$ cat src/rtl/tm_pkg.sv
package tm_pkg;
  typedef enum logic {
    TX_SRC_LOCAL = 1'b0,
    TX_SRC_LOOP  = 1'b1
  } tx_src_e;
endpackage

$ cat src/rtl/tm_ref_sync.sv
module tm_ref_sync #(
  parameter int SYNC_STAGES = 2
) (
  input  logic clk,
  input  logic rst_n,
  input  logic ref_in,
  output logic fall
);
  localparam int DEPTH = SYNC_STAGES + 1;

  logic [DEPTH-1:0] shift_q;
  logic [DEPTH-1:0] shift_d;

  always_comb begin
    shift_d = {shift_q[DEPTH-2:0], ref_in};
  end

  always_ff @(posedge clk or negedge rst_n) begin
    if (!rst_n) shift_q <= '1;
    else        shift_q <= shift_d;
  end

  assign fall = shift_q[DEPTH-1] & ~shift_q[DEPTH-2];
endmodule

$ cat src/rtl/tm_tx_pend.sv
module tm_tx_pend (
  input  logic clk,
  input  logic rst_n,
  input  logic trig,
  input  logic ack,
  output logic req
);
  logic pend_q;
  logic pend_d;
  logic pend_en;

  always_comb begin
    pend_en = trig | ack;
    pend_d  = trig | (pend_q & ~ack);
  end

  always_ff @(posedge clk or negedge rst_n) begin
    if (!rst_n)       pend_q <= 1'b0;
    else if (pend_en) pend_q <= pend_d;
  end

  assign req = pend_q;
endmodule

$ cat src/rtl/tm_rx_pulse.sv
module tm_rx_pulse #(
  parameter int NUM_PORTS = 4,
  parameter int SEL_W     = 2,
  parameter int WSEL_W    = 2
) (
  input  logic                 clk,
  input  logic                 rst_n,
  input  logic [NUM_PORTS-1:0] stb,
  input  logic [SEL_W-1:0]     src_sel,
  input  logic [WSEL_W-1:0]    width_sel,
  output logic                 ref_n
);
  localparam int CNT_W = (1 << WSEL_W);

  logic             hit;
  logic [CNT_W-1:0] cnt_q;
  logic [CNT_W-1:0] cnt_d;
  logic             cnt_en;

  always_comb begin
    hit = 1'b0;
    for (int p = 0; p < NUM_PORTS; p++) begin
      if (src_sel == SEL_W'(p)) hit = stb[p];
    end
  end

  always_comb begin
    cnt_en = hit | (cnt_q != '0);
    if (hit) cnt_d = CNT_W'(1) << width_sel;
    else     cnt_d = cnt_q - CNT_W'(1);
  end

  always_ff @(posedge clk or negedge rst_n) begin
    if (!rst_n)      cnt_q <= '0;
    else if (cnt_en) cnt_q <= cnt_d;
  end

  assign ref_n = (cnt_q == '0);
endmodule

$ cat src/rtl/timing_marker_relay.sv
module timing_marker_relay #(
  parameter int NUM_PORTS   = 4,
  parameter int SYNC_STAGES = 2,
  parameter int WSEL_W      = 2,
  localparam int PORT_W     = (NUM_PORTS > 1) ? $clog2(NUM_PORTS) : 1
) (
  input  logic                 clk,
  input  logic                 rst_n,
  input  logic [NUM_PORTS-1:0] tx_src_sel,
  input  logic [NUM_PORTS-1:0] tx_ref_in,
  input  logic [NUM_PORTS-1:0] rx_mark_stb,
  input  logic [NUM_PORTS-1:0] tx_mark_ack,
  input  logic [PORT_W-1:0]    rx_src_sel,
  input  logic [WSEL_W-1:0]    rx_width_sel,
  output logic [NUM_PORTS-1:0] tx_mark_req,
  output logic                 rx_ref_n
);
  logic [NUM_PORTS-1:0] ref_fall;
  logic [NUM_PORTS-1:0] tx_trig;

  for (genvar i = 0; i < NUM_PORTS; i++) begin : g_port
    tm_ref_sync #(.SYNC_STAGES(SYNC_STAGES)) u_sync (
      .clk    (clk),
      .rst_n  (rst_n),
      .ref_in (tx_ref_in[i]),
      .fall   (ref_fall[i])
    );

    always_comb begin
      if (tm_pkg::tx_src_e'(tx_src_sel[i]) == tm_pkg::TX_SRC_LOOP)
        tx_trig[i] = rx_mark_stb[i];
      else
        tx_trig[i] = ref_fall[i];
    end

    tm_tx_pend u_pend (
      .clk   (clk),
      .rst_n (rst_n),
      .trig  (tx_trig[i]),
      .ack   (tx_mark_ack[i]),
      .req   (tx_mark_req[i])
    );
  end

  tm_rx_pulse #(
    .NUM_PORTS (NUM_PORTS),
    .SEL_W     (PORT_W),
    .WSEL_W    (WSEL_W)
  ) u_rx (
    .clk       (clk),
    .rst_n     (rst_n),
    .stb       (rx_mark_stb),
    .src_sel   (rx_src_sel),
    .width_sel (rx_width_sel),
    .ref_n     (rx_ref_n)
  );
endmodule

$ cat config.mk
export PLATFORM = sky130hd
export DESIGN_NAME = timing_marker_relay
export DESIGN_NICKNAME = d
export VERILOG_FILES = /design/src/rtl/tm_pkg.sv /design/src/rtl/tm_ref_sync.sv /design/src/rtl/tm_tx_pend.sv /design/src/rtl/tm_rx_pulse.sv /design/src/rtl/timing_marker_relay.sv
export SDC_FILE = /design/constraint.sdc
export NUM_CORES = 1
export LEC_CHECK = 0
export ABC_CLOCK_PERIOD_IN_PS = 2530
export BUFFER_PORTS_ARGS = -buffer_cell sky130_fd_sc_hd__buf_2
export CAP_MARGIN = 10
export CORE_ASPECT_RATIO = 1.1
export CORE_MARGIN = 8
export CORE_UTILIZATION = 50
export CTS_CLUSTER_SIZE = 16
export DETAILED_ROUTE_END_ITERATION = 7
export HOLD_SLACK_MARGIN = 0.15
export PLACE_DENSITY = 0.79
export SYNTH_ARGS = -nofsm -noshare
export SYNTH_HDL_FRONTEND = slang
export SYNTH_SLANG_ARGS = --single-unit
$ cat constraint.sdc
create_clock -name clk -period 2.53 [get_ports clk]
set_input_delay 0.253 -clock clk [delete_from_list [all_inputs] [get_ports clk]]
set_output_delay 0.253 -clock clk [all_outputs]
set_load 0.01 [all_outputs]
==> impl_metrics.py <==
metrics = {
    "timing": {
        "fin_crit_sh_pct": 70.2,
        "maxSlewViolCount": 0,
        "skew_ps": 4.79,
        "slew_headroom_pct": 72.7,
        "min_period_ps": 1780,
        "report.final.setup_viol": 0,
        "unrepaired_setup_endpoints_after_global_routing": "false",
        "max_freq_ghz": 0.563,
        "number_of_hold_violations_in_the_final_report": 0,
        "worst_slew_pin_slew_ps": 410,
        "tns_ps": 0,
    },
    "setup_path": {
        "cp-start-kind": "flip-flop",
        "crit_type": "reg2out",
        "worstSetupEndpointType": "primary output",
        "crit-reg2reg-capture": "u_rx.cnt_q[1]$_DFFE_PN0P_",
        "worst-endpoint-required_ps": 2280,
        "setup.worst_path.start": "u_rx.cnt_q[0]$_DFFE_PN0P_",
        "r2r_depth": 5,
        "crit_end": "rx_ref_n",
        "critical_path.max_fanout": 4,
        "start_of_the_worst_register_to_register_path": "u_rx.cnt_q[0]$_DFFE_PN0P_",
        "worstPathArrival_ps": 1520,
        "rrSetupSlack_ps": 920,
    },
    "grt": {
        "grt_pass1_vias": 646,
        "gr-total-overflow": 0,
        "pin_count_of_the_biggest_net_entering_global_routing": 21,
        "grtUsageTotal_pct": 11.6,
        "antenna_violations_before_repair": 0,
        "global_route_wire_length_before_repair_mm": 2.62,
    },
    "logic_synthesis": {
        "synthesized_area_fraction_occupied_by_xor_and_xnor_cells_pct": 2.22,
        "synth.distinct_cells": 19,
        "post_synth_fa_ha_maj_area_fraction_pct": 1.59,
        "syn-num-nets": 83,
        "synth_compound_gate_area_share_pct": 8.57,
        "yosys_reg_bits": 20,
        "yosys.area_share.simple_pct": 10.0,
        "mux_contribution_to_synthesized_area_pct": 5.56,
        "synth_seq_area_share_pct": 65.4,
        "syn-mean-instance-area_um2": 13.1,
        "number_of_warnings_printed_during_yosys_synthesis": 0,
        "post_synth_instance_area_um2": 788,
        "cell_count_after_synthesis": 60,
        "synth_top_family_by_area": "simple AND/OR/NAND/NOR gates",
    },
    "die": {
        "fp-row-count": 15,
        "effective_utilization_at_floorplan_pct": 51.9,
        "chipHeight_um": 57.6,
        "chipWidth_um": 53.9,
        "die_area_mm2": 0.00310,
        "pin_count": 27,
        "core_ar_mm2": 0.00152,
    },
    "finish": {
        "ff_latch_area_um2": 515,
        "postLayoutCoreUtil_pct": 68.1,
        "num_antenna_cells": 0,
        "fill_cells": 116,
        "multi_input_comb_area_um2": 220,
        "nNetsFinal": 119,
        "area_delta_synth_final_pct": 31.4,
        "drive_gt1_share_pct": 48.4,
        "layout.cells.non_filler": 112,
    },
    "drt": {
        "met2RoutedLength_um": 874,
        "via_per_inst": 4.97,
        "vias": 557,
        "detailedRoute.firstIterationViolations": 5,
        "met3_wirelength_um": 99,
        "post_drt_wl_per_cell_um": 14.2,
        "drc_errors": 0,
        "first_pass_iters": 4,
        "drtAntennaViolNets": 0,
        "wl_mm": 1.59,
        "top_sig_layer": "met4",
        "met1_length_um": 603,
    },
    "clock_network": {
        "cts-root-to-sink-buffers": 2,
        "numClockSinks": 20,
        "path_clk_slew_ps": 100,
        "worst_skew_pair.late_latency_ps": 290,
        "clock-root-buffer": "sky130_fd_sc_hd__clkbuf_4",
        "post_cts_resize_count": 0,
        "cts-htree-levels": 1,
        "clock_buffer_count_from_cts": 3,
        "cts_tree": "built",
    },
    "worst_hold_path": {
        "startpoint_of_the_lowest_slack_hold_path": "tx_src_sel[2]",
        "hold_class": "in2reg",
    },
    "place": {
        "placed_cells": 99,
        "io_buffer_count": 26,
        "place_hpwl_mm": 1.21,
        "finalWeightedCongestion": 0.685,
    },
    "pwr": {
        "power.total_mw": 0.806,
        "leakage_nw": 0.477,
        "peakVddDrop_mv": 0.546,
        "power_per_cell_area_mw_per_mm2": 778,
    },
    "outcome": {
        "run_status": "completed",
    },
    "job": {
        "max_cap_violations": 0,
    },
}
## state kept, by name, indices dropped and copies added, names as in the netlist
signal,count
g_port.u_pend.req,4
g_port.u_sync.shift_q,12
u_rx.cnt_q,4
## synthesized netlist by cell type
cell,n,area (um2)
sky130_fd_sc_hd__dfstp_2,12,315
sky130_fd_sc_hd__dfrtp_1,8,200
sky130_fd_sc_hd__o21ai_0,7,35.0
sky130_fd_sc_hd__inv_1,6,22.5
sky130_fd_sc_hd__a21oi_1,4,20.0
sky130_fd_sc_hd__buf_4,4,30.0
sky130_fd_sc_hd__nor3b_1,4,30.0
sky130_fd_sc_hd__nand3b_1,2,15.0
sky130_fd_sc_hd__nor2_1,2,7.51
sky130_fd_sc_hd__xnor2_1,2,17.5
sky130_fd_sc_hd__ha_1,1,12.5
sky130_fd_sc_hd__mux2_2,1,11.3
sky130_fd_sc_hd__mux2i_1,1,10.0
sky130_fd_sc_hd__mux4_2,1,22.5
sky130_fd_sc_hd__nand2_1,1,3.75
sky130_fd_sc_hd__nand3_1,1,5.00
sky130_fd_sc_hd__nor3_1,1,5.00
sky130_fd_sc_hd__nor3b_2,1,12.5
sky130_fd_sc_hd__o31ai_2,1,12.5
## report_power, final
| part | total, mW | switching [mW] | leakage (nW) | internal (mW) |
|---|---|---|---|---|
| logic | 0.230 | 0.110 | 0.233 | 0.120 |
| clock network | 0.175 | 0.0875 | 0.0210 | 0.0876 |
| registers | 0.401 | 0.0285 | 0.223 | 0.372 |
## what timing repair did
item	CTS	global route
setup buffers	0	0
hold buffers	9	0
endpoints found under the hold margin	16	0
## final cells by class
| type | instances | share of cell area, % |
|---|---|---|
| inverter | 6 | 2.17 |
| tap | 17 | 2.05 |
| multi-input combinational | 30 | 21.3 |
| clock buffer | 4 | 3.50 |
| timing repair buffer | 35 | 21.3 |
| sequential | 20 | 49.8 |
## worst min-delay path by stage
stage / to / depth (start not counted)
2_1_floorplan: g_port[0].u_pend.req$_DFFE_PN0P_ / 0
3_3_place_gp: g_port[3].u_pend.req$_DFFE_PN0P_ / 1
3_5_place_dp: g_port[3].u_pend.req$_DFFE_PN0P_ / 1
4_1_cts: g_port[2].u_pend.req$_DFFE_PN0P_ / 3
5_1_grt: g_port[2].u_pend.req$_DFFE_PN0P_ / 3
6_report: g_port[2].u_pend.req$_DFFE_PN0P_ / 3
## cell families after synthesis
kind of cell,Yosys count
AO/OA/AOI/OAI,12
XOR/XNOR,2
adder cells (fa/ha/maj),1
buffers and inverters,10
flip-flops,20
multiplexers,3
AND/OR/NAND/NOR,12
## cells in the final DEF, fill, tap and decap left out
cell,netlist,layout
sky130_fd_sc_hd__clkbuf_4,0,3
sky130_fd_sc_hd__buf_2,0,26
sky130_fd_sc_hd__nand2_1,1,1
sky130_fd_sc_hd__o31ai_2,1,1
sky130_fd_sc_hd__nand3b_1,2,2
sky130_fd_sc_hd__a21oi_1,4,4
sky130_fd_sc_hd__inv_1,6,6
sky130_fd_sc_hd__dlygate4sd3_1,0,9
sky130_fd_sc_hd__o21ai_0,7,7
sky130_fd_sc_hd__mux2_2,1,1
sky130_fd_sc_hd__dfstp_2,12,12
sky130_fd_sc_hd__clkbuf_8,0,1
sky130_fd_sc_hd__mux2i_1,1,1
sky130_fd_sc_hd__mux4_2,1,1
sky130_fd_sc_hd__ha_1,1,1
sky130_fd_sc_hd__dfrtp_1,8,8
sky130_fd_sc_hd__nand3_1,1,1
sky130_fd_sc_hd__nor3b_1,4,4
sky130_fd_sc_hd__nor2_1,2,2
sky130_fd_sc_hd__nor3b_2,1,1
sky130_fd_sc_hd__nor3_1,1,1
sky130_fd_sc_hd__xnor2_1,2,2
## metal layers
layer / global-route usage, % / vias up
li1: - / 271
met1: 11.0 / 271
met2: 19.9 / 13
met3: 4.86 / 2
met4: 6.50 / 0
met5: 0 / -
## worst max-delay path: stages (launching register included)
cell	delay, ps
sky130_fd_sc_hd__dfrtp_1	390
sky130_fd_sc_hd__inv_1	100
sky130_fd_sc_hd__ha_1	210
sky130_fd_sc_hd__nor3b_2	330
sky130_fd_sc_hd__buf_2	200
## per-stage QoR
stage,area (um2),worst slack [ps],hold slack (ps)
6_report,1040,754,198
3_3_place_gp,910,1030,207
2_1_floorplan,788,958,-42.6
5_1_grt,1040,662,199
4_1_cts,1040,739,200
3_5_place_dp,910,930,208
(Power assumes the default switching activity.)
